===== config.mk =====
export PLATFORM = sky130hd
export DESIGN_NAME = axi_traffic_tester
export DESIGN_NICKNAME = d
export VERILOG_FILES = /design/src/rtl/mtest_pkg.sv /design/src/rtl/mtest_pattern.sv /design/src/rtl/mtest_addr_gen.sv /design/src/rtl/mtest_err_ctr.sv /design/src/rtl/axi_traffic_tester.sv
export SDC_FILE = /design/constraint.sdc
export NUM_CORES = 1
export LEC_CHECK = 0
export BUFFER_PORTS_ARGS = -buffer_cell sky130_fd_sc_hd__buf_2
export CORE_ASPECT_RATIO = 1.4
export CORE_MARGIN = 2
export CORE_UTILIZATION = 49
export CTS_CLUSTER_DIAMETER = 30
export DETAILED_ROUTE_END_ITERATION = 8
export GPL_ROUTABILITY_DRIVEN = 0
export PLACE_DENSITY = 0.89
export SETUP_SLACK_MARGIN = 0.5
export SLEW_MARGIN = 20
export SYNTH_ARGS = -nofsm -noshare
export SYNTH_HDL_FRONTEND = slang
export SYNTH_SLANG_ARGS = --single-unit

===== constraint.sdc =====
create_clock -name clk -period 3.5 [get_ports clk]
set_input_delay 0.175 -clock clk [delete_from_list [all_inputs] [get_ports clk]]
set_output_delay 0.175 -clock clk [all_outputs]
set_load 0.05 [all_outputs]

===== src/rtl/mtest_pkg.sv =====
package mtest_pkg;

   typedef enum logic [2:0] {
      ST_IDLE,
      ST_AW,
      ST_W,
      ST_B,
      ST_AR,
      ST_R,
      ST_NEXT,
      ST_DONE
   } mt_state_e;

   localparam int unsigned NUM_PHASES = 5;
   localparam logic [15:0] PAT_BASE   = 16'hC3A5;
   localparam logic [15:0] LFSR_SEED  = 16'hACE1;
   localparam logic [15:0] LFSR_TAPS  = 16'hB400;
   localparam logic [1:0]  RESP_OKAY  = 2'b00;
   localparam logic [1:0]  BURST_INCR = 2'b01;

   function automatic logic [15:0] lfsr_step(input logic [15:0] s);
      return (s >> 1) ^ (s[0] ? LFSR_TAPS : 16'h0000);
   endfunction

endpackage


===== src/rtl/mtest_pattern.sv =====
module mtest_pattern #(
   parameter int unsigned DATA_W = 64
) (
   input  logic [15:0]       base_lo,
   input  logic [7:0]        beat,
   output logic [DATA_W-1:0] data
);
   import mtest_pkg::*;

   localparam int unsigned LANES = DATA_W / 16;
   localparam int unsigned BYTES = DATA_W / 8;

   logic [15:0] beat_lo;
   assign beat_lo = base_lo + (16'(beat) * 16'(BYTES));

   for (genvar k = 0; k < LANES; k++) begin : g_lane
      assign data[k*16 +: 16] = beat_lo ^ (PAT_BASE + 16'(k));
   end

endmodule


===== src/rtl/mtest_addr_gen.sv =====
module mtest_addr_gen #(
   parameter int unsigned ADDR_W  = 32,
   parameter int unsigned DATA_W  = 64,
   parameter int unsigned LEN_A   = 1,
   parameter int unsigned LEN_B   = 3,
   parameter int unsigned RANGE_W = 20
) (
   input  logic              clk,
   input  logic              rst_n,
   input  logic              restart,
   input  logic              advance,
   input  logic              rnd_mode,
   input  logic              use_b,
   output logic [ADDR_W-1:0] addr
);
   import mtest_pkg::*;

   localparam int unsigned BYTES     = DATA_W / 8;
   localparam int unsigned LMAX      = (LEN_A > LEN_B) ? LEN_A : LEN_B;
   localparam int unsigned RND_SHIFT = $clog2(BYTES * (LMAX + 1));
   localparam logic [ADDR_W-1:0] STEP_A = ADDR_W'(BYTES * (LEN_A + 1));
   localparam logic [ADDR_W-1:0] STEP_B = ADDR_W'(BYTES * (LEN_B + 1));
   localparam logic [ADDR_W-1:0] ALIGN_MASK = ADDR_W'((64'(1) << RND_SHIFT) - 1);

   logic [ADDR_W-1:0] range_mask;
   if (RANGE_W >= ADDR_W) begin : g_full_range
      assign range_mask = '1;
   end else begin : g_part_range
      assign range_mask = ADDR_W'((64'(1) << RANGE_W) - 1);
   end

   logic [ADDR_W-1:0] addr_q;
   logic [15:0]       lfsr_q;
   logic [15:0]       lfsr_nx;
   logic [ADDR_W-1:0] rnd_nx;
   logic [ADDR_W-1:0] seq_nx;

   assign lfsr_nx = lfsr_step(lfsr_q);
   assign rnd_nx  = (ADDR_W'(lfsr_nx) << RND_SHIFT) & range_mask;
   assign seq_nx  = addr_q + (use_b ? STEP_B : STEP_A);

   always_ff @(posedge clk) begin
      if (!rst_n || restart) begin
         addr_q <= '0;
         lfsr_q <= LFSR_SEED;
      end else if (advance) begin
         if (rnd_mode) begin
            lfsr_q <= lfsr_nx;
            addr_q <= rnd_nx;
         end else begin
            addr_q <= seq_nx;
         end
      end
   end

   assign addr = addr_q;

   // every pass begins at address zero
   assert_restart_zero_R2: assert property (@(posedge clk) disable iff (!rst_n)
      restart |=> (addr == '0));

   // random hops stay burst-aligned and inside the range
   assert_rnd_aligned_R3: assert property (@(posedge clk) disable iff (!rst_n)
      (advance && rnd_mode && !restart) |=> (((addr & ALIGN_MASK) == '0) && ((addr & ~range_mask) == '0)));

endmodule


===== src/rtl/mtest_err_ctr.sv =====
module mtest_err_ctr #(
   parameter int unsigned ERR_W = 16
) (
   input  logic             clk,
   input  logic             rst_n,
   input  logic             clr,
   input  logic             inc,
   output logic [ERR_W-1:0] count
);
   localparam logic [ERR_W-1:0] CNT_MAX = '1;

   logic [ERR_W-1:0] cnt_q;

   always_ff @(posedge clk) begin
      if (!rst_n || clr) begin
         cnt_q <= '0;
      end else if (inc && (cnt_q != CNT_MAX)) begin
         cnt_q <= cnt_q + 1'b1;
      end
   end

   assign count = cnt_q;

   // once at the ceiling the count stays there
   assert_sat_hold_R7: assert property (@(posedge clk) disable iff (!rst_n)
      (!clr && (count == CNT_MAX)) |=> (count == CNT_MAX));

   // at most one step per cycle, never downward without a clear
   assert_single_step_R5: assert property (@(posedge clk) disable iff (!rst_n)
      !clr |=> ((count == $past(count)) || (count == $past(count) + 1'b1)));

endmodule


===== src/rtl/axi_traffic_tester.sv =====
module axi_traffic_tester #(
   parameter int unsigned ADDR_W     = 32,
   parameter int unsigned DATA_W     = 64,
   parameter int unsigned LEN_A      = 1,
   parameter int unsigned LEN_B      = 3,
   parameter int unsigned BLOCK_TXNS = 512,
   parameter int unsigned RANGE_W    = 20,
   parameter int unsigned ERR_W      = 16
) (
   input  logic                clk,
   input  logic                rst_n,
   input  logic                start,
   output logic                done,
   output logic                pass,
   output logic [ERR_W-1:0]    err_count,
   output logic [ADDR_W-1:0]   awaddr,
   output logic [7:0]          awlen,
   output logic [2:0]          awsize,
   output logic [1:0]          awburst,
   output logic                awvalid,
   input  logic                awready,
   output logic [DATA_W-1:0]   wdata,
   output logic [DATA_W/8-1:0] wstrb,
   output logic                wlast,
   output logic                wvalid,
   input  logic                wready,
   input  logic [1:0]          bresp,
   input  logic                bvalid,
   output logic                bready,
   output logic [ADDR_W-1:0]   araddr,
   output logic [7:0]          arlen,
   output logic [2:0]          arsize,
   output logic [1:0]          arburst,
   output logic                arvalid,
   input  logic                arready,
   input  logic [DATA_W-1:0]   rdata,
   input  logic [1:0]          rresp,
   input  logic                rlast,
   input  logic                rvalid,
   output logic                rready
);
   import mtest_pkg::*;

   localparam int unsigned BYTES      = DATA_W / 8;
   localparam int unsigned SIZE_CODE  = $clog2(BYTES);
   localparam int unsigned TXN_W      = $clog2(BLOCK_TXNS + 1);
   localparam int unsigned LMAX       = (LEN_A > LEN_B) ? LEN_A : LEN_B;
   localparam int unsigned RND_SHIFT  = $clog2(BYTES * (LMAX + 1));
   localparam logic [2:0]  LAST_PHASE = 3'(NUM_PHASES - 1);

   // elaboration-time parameter checks
   if (DATA_W < 16 || (DATA_W % 16) != 0) begin : g_chk_data
      $error("DATA_W must be a non-zero multiple of 16");
   end
   if (ADDR_W < 16) begin : g_chk_addr
      $error("ADDR_W must be at least 16");
   end
   if (LEN_A > 255 || LEN_B > 255) begin : g_chk_len
      $error("burst lengths must fit an 8-bit length field");
   end
   if (((LMAX + 1) & LMAX) != 0) begin : g_chk_pow2
      $error("the larger burst must hold a power-of-two beat count");
   end
   if (BLOCK_TXNS < 1) begin : g_chk_block
      $error("BLOCK_TXNS must be at least 1");
   end
   if (RANGE_W <= RND_SHIFT || RANGE_W > ADDR_W) begin : g_chk_range
      $error("RANGE_W must exceed the burst alignment and fit ADDR_W");
   end

   mt_state_e         state;
   logic [2:0]        phase;
   logic              rd_pass;
   logic [TXN_W-1:0]  txn;
   logic [7:0]        beat;

   logic              use_b;
   logic              rnd_mode;
   logic              single;
   logic              last_txn;
   logic [7:0]        cur_len;
   logic              start_ok;
   logic              restart;
   logic              advance;
   logic [ADDR_W-1:0] cur_addr;
   logic [DATA_W-1:0] exp_data;
   logic              err_inc;

   assign use_b    = (phase == 3'd1) || (phase == 3'd3);
   assign rnd_mode = (phase == 3'd4);
   assign single   = (phase < 3'd2);
   assign cur_len  = use_b ? 8'(LEN_B) : 8'(LEN_A);
   assign last_txn = single ? (txn == '0) : (txn == TXN_W'(BLOCK_TXNS - 1));
   assign start_ok = start && ((state == ST_IDLE) || (state == ST_DONE));
   assign restart  = start_ok || ((state == ST_NEXT) && last_txn);
   assign advance  = (state == ST_NEXT) && !last_txn;

   mtest_addr_gen #(
      .ADDR_W  (ADDR_W),
      .DATA_W  (DATA_W),
      .LEN_A   (LEN_A),
      .LEN_B   (LEN_B),
      .RANGE_W (RANGE_W)
   ) u_addr (
      .clk      (clk),
      .rst_n    (rst_n),
      .restart  (restart),
      .advance  (advance),
      .rnd_mode (rnd_mode),
      .use_b    (use_b),
      .addr     (cur_addr)
   );

   mtest_pattern #(
      .DATA_W (DATA_W)
   ) u_pat (
      .base_lo (cur_addr[15:0]),
      .beat    (beat),
      .data    (exp_data)
   );

   assign err_inc = ((state == ST_B) && bvalid && (bresp != RESP_OKAY)) ||
                    ((state == ST_R) && rvalid && ((rresp != RESP_OKAY) || (rdata != exp_data)));

   mtest_err_ctr #(
      .ERR_W (ERR_W)
   ) u_err (
      .clk   (clk),
      .rst_n (rst_n),
      .clr   (start_ok),
      .inc   (err_inc),
      .count (err_count)
   );

   always_ff @(posedge clk) begin
      if (!rst_n) begin
         state   <= ST_IDLE;
         phase   <= '0;
         rd_pass <= 1'b0;
         txn     <= '0;
         beat    <= '0;
      end else if (start_ok) begin
         state   <= ST_AW;
         phase   <= '0;
         rd_pass <= 1'b0;
         txn     <= '0;
         beat    <= '0;
      end else begin
         unique case (state)
            ST_AW: if (awready) begin
               state <= ST_W;
               beat  <= '0;
            end
            ST_W: if (wready) begin
               if (beat == cur_len) state <= ST_B;
               else                 beat  <= beat + 8'd1;
            end
            ST_B: if (bvalid) state <= ST_NEXT;
            ST_AR: if (arready) begin
               state <= ST_R;
               beat  <= '0;
            end
            ST_R: if (rvalid) begin
               beat <= beat + 8'd1;
               if (rlast) state <= ST_NEXT;
            end
            ST_NEXT: begin
               if (last_txn) begin
                  txn <= '0;
                  if (!rd_pass) begin
                     rd_pass <= 1'b1;
                     state   <= ST_AR;
                  end else if (phase == LAST_PHASE) begin
                     state <= ST_DONE;
                  end else begin
                     phase   <= phase + 3'd1;
                     rd_pass <= 1'b0;
                     state   <= ST_AW;
                  end
               end else begin
                  txn   <= txn + 1'b1;
                  state <= rd_pass ? ST_AR : ST_AW;
               end
            end
            default: ;
         endcase
      end
   end

   assign awaddr  = cur_addr;
   assign araddr  = cur_addr;
   assign awlen   = cur_len;
   assign arlen   = cur_len;
   assign awsize  = 3'(SIZE_CODE);
   assign arsize  = 3'(SIZE_CODE);
   assign awburst = BURST_INCR;
   assign arburst = BURST_INCR;
   assign awvalid = (state == ST_AW);
   assign wvalid  = (state == ST_W);
   assign bready  = (state == ST_B);
   assign arvalid = (state == ST_AR);
   assign rready  = (state == ST_R);
   assign wdata   = exp_data;
   assign wstrb   = '1;
   assign wlast   = (beat == cur_len);
   assign done    = (state == ST_DONE);
   assign pass    = done && (err_count == '0);

   // after the final write beat only the response is awaited
   assert_wait_bresp_R8: assert property (@(posedge clk) disable iff (!rst_n)
      (wvalid && wready && wlast && !start) |=> (bready && !awvalid && !arvalid));

   // after the final read beat no channel is active for one cycle
   assert_read_closed_R8: assert property (@(posedge clk) disable iff (!rst_n)
      (rvalid && rready && rlast && !start) |=> (!awvalid && !arvalid && !rready && !wvalid));

   // address held stable while waiting for acceptance
   assert_aw_hold_R9: assert property (@(posedge clk) disable iff (!rst_n)
      (awvalid && !awready && !start) |=> (awvalid && $stable(awaddr) && $stable(awlen)));

   // completion outputs persist until a new start
   assert_done_hold_R10: assert property (@(posedge clk) disable iff (!rst_n)
      (done && !start) |=> (done && $stable(err_count)));

   // a start pulse mid-run does not abandon a pending read address
   assert_start_ignored_R11: assert property (@(posedge clk) disable iff (!rst_n)
      (arvalid && !arready) |=> (arvalid && $stable(araddr)));

endmodule


### After elaboration in Yosys (flattened, before gate mapping)

Index checks and enable logic that the tools add are counted.

* reduce and logical (&&, ||, !) cells: 33
* $add $sub $neg: 6
* muxes and demuxes: 27
* eq/ne operators: 29
* bitwise gates (word level): 7
* magnitude comparators: 1

Operators by type and width (count)
* $ne 64x64->1: 1
* $mux 8: 5
* $mux 3: 11
* $add 32x32->32: 1
* $mux 32: 1
* $pmux 8 s4: 1
* $pmux 3 s6: 1
* $add 16x1->16 const B: 1
* $add 16x11->16: 1
* $logic_not 16->1: 1
* $mux 16: 1
* $ne 16x16->1 const B: 1
* $not 8->8: 2
* $reduce_and 8->1: 2
* $xor 15x16->16: 1
* $eq 3x3->1 const B: 5
* $ne 3x2->1 const B: 4
* $add 10x1->10 const B: 1
* $eq 10x9->1 const B: 1
* $logic_not 10->1: 1
* $mux 10: 1
* $ne 2x2->1 const B: 5
* $eq 3x2->1 const B: 3
* $logic_and 1x1->1: 9
* other kinds (24): 42

* input bits: 77
* register bits after elaboration: 89
* output and inout bits: 186

### Logic depth before layout (Yosys ltp)

Gate-level depths: netlist of run 1.

* depth in word-level cells: 8
* depth in mapped cells: 16

### Hierarchy

A second synthesis of run 1 with hierarchy kept.

* cells, all modules: 868
* area total of the unflattened synthesis: 6723.9 um2

By module, submodules not included
* axi_traffic_tester: cells an instance 385, area each 2840.2 um2, instances 1
* mtest_addr_gen: cells an instance 283, area each 2242.2 um2, instances 1
* mtest_err_ctr: cells an instance 94, area each 862.1 um2, instances 1
* mtest_pattern: cells an instance 106, area each 779.5 um2, instances 1

### Worst setup path before layout of run 1

Ideal clock, no wire load.

* path type: reg-to-reg
* start point: register u_addr.addr_q[4] (netlist: u_addr.addr[4])
* end point: register u_err.cnt_q[10] (netlist: u_err.count[10])
* library setup time: 0.116 ns
* slack: -0.371 ns
* cell stages (with the launch flop): 12
* clock period less this slack: 3.871 ns
* path buffers: 2
* arrival time: 3.754 ns
* data required time: 3.384 ns
* path through: dfxtp_1 > fa_1 > a211o_1 > a21o_1 > a311oi_2 > mux2i_1 > o21ai_1 > nor4_4 > buf_6 > buf_6 > nor4_1 > o211a_1

* longest elaborated chain between the ends: 7
* elaborated cells on any way between the ends: 10
* those cells by class: 1 x add/sub; 1 x eq/ne; 4 x bitwise; 4 x reduce/logical

Ends and longest elaborated chain
* start, declared: line mtest_addr_gen.sv:32 `logic [ADDR_W-1:0] addr_q;`
* start signal, assigned: line mtest_addr_gen.sv:49 `addr_q <= rnd_nx;`
* start signal, assigned: line mtest_addr_gen.sv:51 `addr_q <= seq_nx;`
* $add 16x11->16: line mtest_pattern.sv:14 `assign beat_lo = base_lo + (16'(beat) * 16'(BYTES));`
* $not 8->8 (no line)
* net wdata[9]: line axi_traffic_tester.sv:22 `output logic [DATA_W-1:0] wdata,`
* $ne 64x64->1: line axi_traffic_tester.sv:123 `((state == ST_R) && rvalid && ((rresp != RESP_OKAY) || (rdata != exp_data)));`
* $logic_or 1x1->1: line axi_traffic_tester.sv:123
* $logic_and 1x1->1: line axi_traffic_tester.sv:123
* $logic_or 1x1->1: line axi_traffic_tester.sv:122 `assign err_inc = ((state == ST_B) && bvalid && (bresp != RESP_OKAY)) ||`
* $logic_and 1x1->1: line mtest_err_ctr.sv:17 `end else if (inc && (cnt_q != CNT_MAX)) begin`
* end signal, assigned: line mtest_err_ctr.sv:18 `cnt_q <= cnt_q + 1'b1;`
* end, declared: line mtest_err_ctr.sv:12 `logic [ERR_W-1:0] cnt_q;`

The timed path passes the listed nets, and every way through them passes these cells.
A chain may end at the register's enable or synchronous reset.

### Worst setup path in the final report of run 1

* start point: register beat[1]
* end point: register u_err.cnt_q[6] (netlist: u_err.count[6])

* longest elaborated chain between the ends: 7
* elaborated cells on any way between the ends: 10
* those cells by class: 1 x add/sub; 1 x eq/ne; 4 x bitwise; 4 x reduce/logical

Ends and longest elaborated chain
* start, declared: line axi_traffic_tester.sv:75 `logic [7:0] beat;`
* start signal, assigned: line axi_traffic_tester.sv:156 `else beat <= beat + 8'd1;`
* start signal, assigned: line axi_traffic_tester.sv:164 `beat <= beat + 8'd1;`
* $add 16x11->16 *: line mtest_pattern.sv:14
* $not 8->8 (no line) (tied with other cells)
* $ne 64x64->1 *: line axi_traffic_tester.sv:123
* $logic_or 1x1->1 *: line axi_traffic_tester.sv:123
* $logic_and 1x1->1 *: line axi_traffic_tester.sv:123
* $logic_or 1x1->1 *: line axi_traffic_tester.sv:122
* $logic_and 1x1->1 *: line mtest_err_ctr.sv:17

Every way passes the cells marked *; elsewhere a longest branch is shown, timed or not.

==> impl_metrics.py, run 1 <==
metrics = {
    "global_route": {
        "antenna_found_initial": 0,
        "track_usage_pct": 23.65,
        "grt_max_degree": 21,
        "grt_pass1_vias": 5720,
        "grt_pass1_wl_um": 27100,
        "grt_overflow": 0,
    },
    "critical_path": {
        "r2r_cells": 11,
        "r2r_slack_ps": 350,
        "critPathArrivalTime_ps": 3430,
        "path_cells": "fa_2 > a211o_4 > and3b_2 > o311a_1 > o21a_1 > o21ai_2 > nor4_4 > buf_6 > clkbuf_16 > or4_1 > a21oi_2",
        "crit_path_top_delay_cell": "or4_1",
        "crit_type": "reg2reg",
        "cp-end-kind": "flop",
        "regToRegStartpoint": "beat[1]",
        "start_kind": "flop",
        "cp_max_fo": 8,
        "cp_slowest_stage_delay_ps": 530,
        "required_ps": 3780,
        "r2r-end": "u_err.count[6]",
    },
    "timing": {
        "min_period_ps": 3152,
        "relSlewSlack_pct": 34.09,
        "max_freq_mhz": 317.2,
        "post-route-period-util_pct": 90.07,
        "setup_viol": 0,
        "finalMaxSlewViolations": 0,
        "finalSetupTns_ps": 0,
        "tightest_slew_ps": 985.1,
        "worst_clock_skew_ps": 10.24,
        "holdWs_ps": 88.66,
        "rsz0062_at_grt": "true",
        "hold_viol_final": 0,
    },
    "clocking": {
        "insertion_delay_ps": 340,
        "cts-root-buf": "clkbuf_16",
        "cts_tree": "done",
        "clk_pin_slew_worst_paths_ps": 70,
        "htree_levels": 3,
        "cts_hold_buf": 0,
        "cts-buffers-inserted": 9,
        "clock_path_buffers": 2,
        "cts_num_sinks": 85,
    },
    "hold_path": {
        "worstHoldEndpoint": "state[0]",
        "holdCritStartpoint": "rst_n",
        "hold_path_class": "in2reg",
        "whs_path_depth": 2,
    },
    "die": {
        "core_area_um2": 12750,
        "start_util_pct": 49.78,
        "ios": 263,
        "die_w_um": 100.2,
        "dieArea_um2": 13900,
        "fp.dieH_um": 138.7,
        "rows": 49,
    },
    "yosys": {
        "syn-instance-count": 839,
        "seq_area_frac_synth_pct": 26.80,
        "syn_area_um2": 6349,
        "syn_avg_cell_area_um2": 7.567,
        "yosysWarningCount": 0,
        "ys_types": 66,
        "async_reset_ff_share_pct": 0,
        "synth_enable_flop_cells": 0,
        "synth_seq_cells": 85,
        "synthFlopType": "dfxtp_1",
    },
    "routing": {
        "vias_per_cell": 5.639,
        "wl_per_cell_um": 15.79,
        "dr.pass1.iters": 5,
        "totalWireLength_um": 18150,
        "drtAntennaViolNets": 0,
        "drt_iter0_drc": 416,
        "num_vias": 6479,
        "remaining_drc_errors": 0,
    },
    "finish": {
        "syn_to_final_growth_pct": 24.28,
        "final_core_util_pct": 61.87,
        "num_antenna_cells": 0,
        "drive_gt1_share_pct": 35.94,
        "nets": 1088,
    },
    "pwr": {
        "p_leak_nw": 3.435,
        "power.total_mw": 2.332,
        "powerDensity_nw_per_um2": 295.5,
        "ir_drop_uv": 331.0,
    },
    "placed_design": {
        "dp_hpwl_um": 12600,
        "port_buffers": 210,
    },
    "job": {
        "cap_violations": 0,
    },
    "status": {
        "status": "completed",
    },
}
-- critical path, delay by kind of cell (launching register included) --
family,cells,cell delay [ps]
simple gates,3,840
compound gates,5,1180
buf+inv,2,330
fa+ha+maj,1,380
flops,1,350
-- power breakdown --
| group | leakage, nW | switching, mW | internal (mW) |
|---|---|---|---|
| logic | 2.59 | 0.286 | 0.0818 |
| registers | 0.694 | 0.0145 | 0.966 |
| clock network | 0.153 | 0.387 | 0.596 |
| total | 3.43 | 0.688 | 1.64 |
-- cells by family (layout without fill, tap and decap cells) --
logic type | after synthesis | after routing | synth area share, %
and+or+nand+nor | 351 | 351 | 27.99
AOI/OAI and AO/OA | 146 | 146 | 14.96
xor gates and xnor gates | 41 | 41 | 5.656
buffers and inverters | 183 | 289 | 18.49
other | 2 | 53 | 0.1183
muxes | 11 | 11 | 1.813
DFF | 85 | 85 | 26.80
adders and majority gates | 20 | 20 | 4.178
-- sequential cells by signal, indices dropped and copies added, names as in the netlist --
name and count:
u_addr.addr 28, u_addr.lfsr_q 16, u_err.count 16, txn 10, beat 8, phase 3, state 3, rd_pass 1
-- synth_stat cells, types with 14 or more instances --
library cell	instances	area, um2
ha_1	18	225.2
nand2_1	95	356.6
nor3_1	14	70.07
nor4_1	18	112.6
and3_1	14	87.58
nor2_1	88	330.3
dfxtp_1	85	1702
o21ai_0	24	120.1
nand3_1	28	140.1
xnor2_1	17	148.9
or4_1	15	112.6
a21oi_1	55	275.3
xor2_1	24	210.2
inv_1	23	86.33
clkbuf_1	33	123.9
nand4_1	28	175.2
buf_4	121	908.4
-- timing repair --
action                                  CTS  global route
pin swaps                                 5            27
cloned                                    1             2
gates resized for setup                  29            56
endpoints found under the setup margin   24            30
setup buffers                            15             9
-- placed cells by master, fill, tap and decap left out, drive strengths merged, types with 7 or more instances in the layout --
cell type  netlist  final
buf            127    248
nand2           95     95
nor2            88     88
dfxtp           85     85
a21oi           55     55
conb             2     53
o21ai           31     31
nand4           28     28
nand3           28     28
xor2            24     24
inv             23     23
nor4            19     19
ha              18     18
xnor2           17     17
nor3            15     15
or4             15     15
and3            14     14
clkbuf          33     14
or3             12     12
mux2i           10     10
nand2b           7      7
a21o             7      7
o31ai            7      7
-- layout make-up --
cell class,instances,area (um2)
fill,1037,4862
multi-input combinational,622,4139
sequential,85,1738
timing repair buffer,250,1423
clock buffer,12,256.5
tap,153,191.4
inverter,23,86.33
clock inverter,4,56.30
-- metal layers --
layer	up-vias	GRT usage, %	share of wire, %
met2	314	44.44	54
met3	52	3.982	6.7
met4	0	9.950	3.1
li1	3094	-	-
met1	3019	25.43	36
met5	-	0	0
-- how the worst max path moves through the flow --
stage	from	endpoint	slack [ps]
floorplan	u_addr.addr[5]	u_err.count[10]	290
global placement	beat[1]	u_err.count[10]	370
detailed placement	phase[1]	u_addr.addr[28]	310
CTS	beat[1]	u_err.count[14]	400
global route	beat[1]	u_err.count[10]	280
finish	beat[1]	u_err.count[6]	350
-- through the flow --
step                std cells  area, um2  setup slack, ps
global route             1149       7890            283.2
global placement         1106       6929            368.6
finish                   1149       7890            347.7
detailed placement       1106       6929            310.3
floorplan                 890       6664            287.7
CTS                      1138       7502            399.6
No activity file was read; power rests on OpenSTA's default activity.
==> run 2: changes to the inputs <==
--- a/config.mk
+++ b/config.mk
@@ -8,13 +8,14 @@
 export BUFFER_PORTS_ARGS = -buffer_cell sky130_fd_sc_hd__buf_2
 export CORE_ASPECT_RATIO = 1.4
 export CORE_MARGIN = 2
-export CORE_UTILIZATION = 49
+export CORE_UTILIZATION = 50
 export CTS_CLUSTER_DIAMETER = 30
 export DETAILED_ROUTE_END_ITERATION = 8
 export GPL_ROUTABILITY_DRIVEN = 0
-export PLACE_DENSITY = 0.89
+export PLACE_DENSITY = 0.9
 export SETUP_SLACK_MARGIN = 0.5
 export SLEW_MARGIN = 20
 export SYNTH_ARGS = -nofsm -noshare
 export SYNTH_HDL_FRONTEND = slang
+export SYNTH_HIERARCHICAL = 1
 export SYNTH_SLANG_ARGS = --single-unit
==> run 2 against run 1 <==
  * The run now ends with setup timing left
  * Final cell count increased by 7.4%
  * Cell area increased by 6.3%
  * Synthesized cell count increased by 3.5%
  * Critical endpoint is now u_err/count[15]
  * Largest power group is now sequential cells
  * Highest routed layer unchanged
==> impl_metrics.py, run 2 <==
metrics = {
    "status": {
        "status": "finished, violations left",
        "violations": "setup timing",
    },
    "routing": {
        "dr_wl_met2_um": 10620,
        "drt_iter0_drc": 405,
        "wl_per_cell_um": 16.69,
        "remaining_drc_errors": 0,
        "wl_met1_um": 7815,
        "routed.top_layer": "met4",
        "dr.pass1.iters": 7,
        "drtAntennaViolNets": 0,
        "totalWireLength_um": 20600,
        "routed-wl-met3_um": 1507,
        "vias_per_cell": 5.699,
        "num_vias": 7033,
    },
    "timing": {
        "max_freq_mhz": 281.1,
        "tightest_slew_ps": 961.9,
        "min_period_ps": 3558,
        "finalMaxSlewViolations": 0,
        "worst_slack_ps": -57.67,
        "worst_clock_skew_ps": 13.58,
        "rsz0062_at_grt": "true",
        "setup_viol": 5,
        "post-route-period-util_pct": 101.6,
        "hold_viol_final": 0,
        "relSlewSlack_pct": 35.88,
    },
    "finish": {
        "nets": 1143,
        "syn_to_final_growth_pct": 24.69,
        "layout_common_cells": "buf_2 (210), dfxtp_1 (77), nand2_1 (72)",
        "stdcell_count": 1234,
        "drive_gt1_share_pct": 35.39,
        "stdcell_area_um2": 8384,
        "layout_commonest_cell": "buf_2",
        "largest_reg_flops": 28,
    },
    "hold_path": {
        "hold_path_class": "in2reg",
        "holdCritStartpoint": "rst_n",
        "worstHoldEndpoint": "state[0]",
        "whs_path_depth": 2,
    },
    "yosys": {
        "syn-instance-count": 868,
        "synthFlopType": "dfxtp_1",
        "synth_fa_ha_area_share_pct": 3.945,
        "syn_area_um2": 6724,
        "yosys.area_share.xor_xnor_pct": 8.336,
        "syn_avg_cell_area_um2": 7.746,
        "yosys.area_share.simple_pct": 24.51,
        "synth_compound_area_share_pct": 18.57,
        "ys_types": 72,
        "synthTopCellsByArea": "dfxtp_1 (25%), buf_4 (13%), xor2_1 (4.4%)",
        "synth_top_family_by_area": "simple AND/OR/NAND/NOR gates",
        "yosysWarningCount": 6,
        "synth_top_area_cell": "dfxtp_1",
        "synth_seq_cells": 85,
        "synth_commonest_cells": "buf_4 (118), dfxtp_1 (85), nand2_1 (73), a21oi_1 (55), nor2_1 (54)",
        "synthMuxAreaShare_pct": 1.489,
        "synth_enable_flop_cells": 0,
        "synth.most_common_cell": "buf_4",
        "synth_top_area_share_pct": 25.31,
        "seq_area_frac_synth_pct": 25.31,
        "async_reset_ff_share_pct": 0,
    },
    "die": {
        "dieArea_um2": 14400,
        "rows": 50,
        "fp.dieH_um": 141.2,
        "core_area_um2": 13260,
        "ios": 263,
        "die_w_um": 102.0,
        "start_util_pct": 50.70,
    },
    "pwr": {
        "power.total_mw": 2.239,
        "p_leak_nw": 3.749,
        "powerDensity_nw_per_um2": 267.0,
        "ir_drop_uv": 188.1,
    },
    "critical_path": {
        "regToRegStartpoint": "u_addr/addr[4]",
        "crit_path_top_delay_cell": "or4_1",
        "cp_slowest_stage_delay_ps": 460,
        "required_ps": 3770,
        "r2r-end": "u_err/count[15]",
        "worst_path_most_repeated_cell": "nand4_1",
        "r2r_cells": 19,
        "path_cells": "inv_2 > fa_2 > nand2b_4 > a21oi_4 > o21a_4 > nand3_4 > xor2_4 > buf_6 > xnor2_2 > nand4_1 > nor4_2 > buf_4 > nand4_1 > a31oi_1 > nand2_1 > and3_4 > nand4_4 > or4_1 > a21oi_1",
        "crit_type": "reg2reg",
        "start_kind": "flop",
        "critPathArrivalTime_ps": 3830,
        "r2r_slack_ps": -60,
        "cp-end-kind": "flop",
        "cp_max_fo": 4,
    },
    "global_route": {
        "grt_pass1_wl_um": 30990,
        "grt_max_degree": 29,
        "antenna_found_initial": 1,
        "grt_overflow": 0,
        "track_usage_pct": 27.12,
        "grt_pass1_vias": 6163,
    },
    "clocking": {
        "cts_hold_buf": 0,
        "cts-root-buf": "clkbuf_16",
        "insertion_delay_ps": 350,
        "clock_path_buffers": 2,
        "cts_num_sinks": 85,
        "cts_tree": "done",
        "clk_pin_slew_worst_paths_ps": 70,
        "htree_levels": 3,
        "cts-buffers-inserted": 9,
    },
    "placed_design": {
        "dpl_cell_area_um2": 7760,
        "dp_cells": 1201,
        "dp_hpwl_um": 15390,
        "port_buffers": 210,
        "pre_cts_ws_ps": -233.4,
    },
    "job": {
        "cap_violations": 0,
    },
}
[run 2: area by class of cell]
type | count | area (um2)
diodes | 1 | 2.502
clock buffers | 10 | 229.0
clock inverters | 6 | 45.04
fillers | 1136 | 4878
inverters | 54 | 202.7
multi-input cells | 621 | 4387
flip-flops and latches | 85 | 1717
well taps | 182 | 227.7
repair buffers | 275 | 1574
[run 2: power by group]
group	internal, mW	switching [mW]	leakage, nW
Combinational	0.0902	0.286	2.93
Clock	0.486	0.405	0.134
Sequential	0.968	0.00423	0.690
Total	1.54	0.694	3.75
[run 2: worst max-delay path, delay by kind of cell, from the launching register on]
kind            cells  cell delay [ps]
simple gates        9             1510
xor+xnor            2              330
flops               1              360
fa+ha+maj           1              350
compound gates      4              640
buf+inv             3              320
[run 2: worst max-delay path by stage]
stage | from | end | slack, ps | cells past startpoint
floorplan | u_addr/addr[8] | u_err/count[9] | -370 | 16
global placement | beat[2] | u_err/count[9] | -120 | 16
detailed placement | beat[2] | u_err/count[9] | -230 | 16
CTS | beat[1] | u_err/count[9] | -20 | 18
global route | beat[6] | u_err/count[15] | -220 | 16
finish | u_addr/addr[4] | u_err/count[15] | -60 | 19
[run 2: through the flow]
stage	setup TNS, ps	util [%]	hold WS, ps
floorplan	-3743	-	292.8
global placement	-378.3	58.51	443.4
detailed placement	-1839	58.51	446.8
CTS	-62.73	62.09	142.0
global route	-2236	63.22	154.1
finish	-133.1	63.22	146.3
[run 2: cells by family after synthesis]
| group | Yosys count |
|---|---|
| compound gates | 187 |
| xor+xnor | 64 |
| fa+ha+maj | 20 |
| buf+inv | 196 |
| flops | 85 |
| mux | 10 |
| other cells | 3 |
| simple gates | 303 |
[run 2: what timing repair did]
action                     CTS  global route
buffers inserted             9             6
cloned                       0             1
gates resized for setup     24            23
pin swaps                   19            11
setup endpoints to repair   23            30
[run 2: metal layers]
layer	global-route usage [%]	vias to the layer above
li1	-	3302
met1	31.43	3311
met2	48.06	370
met3	4.809	50
met4	11.65	0
met5	0	-
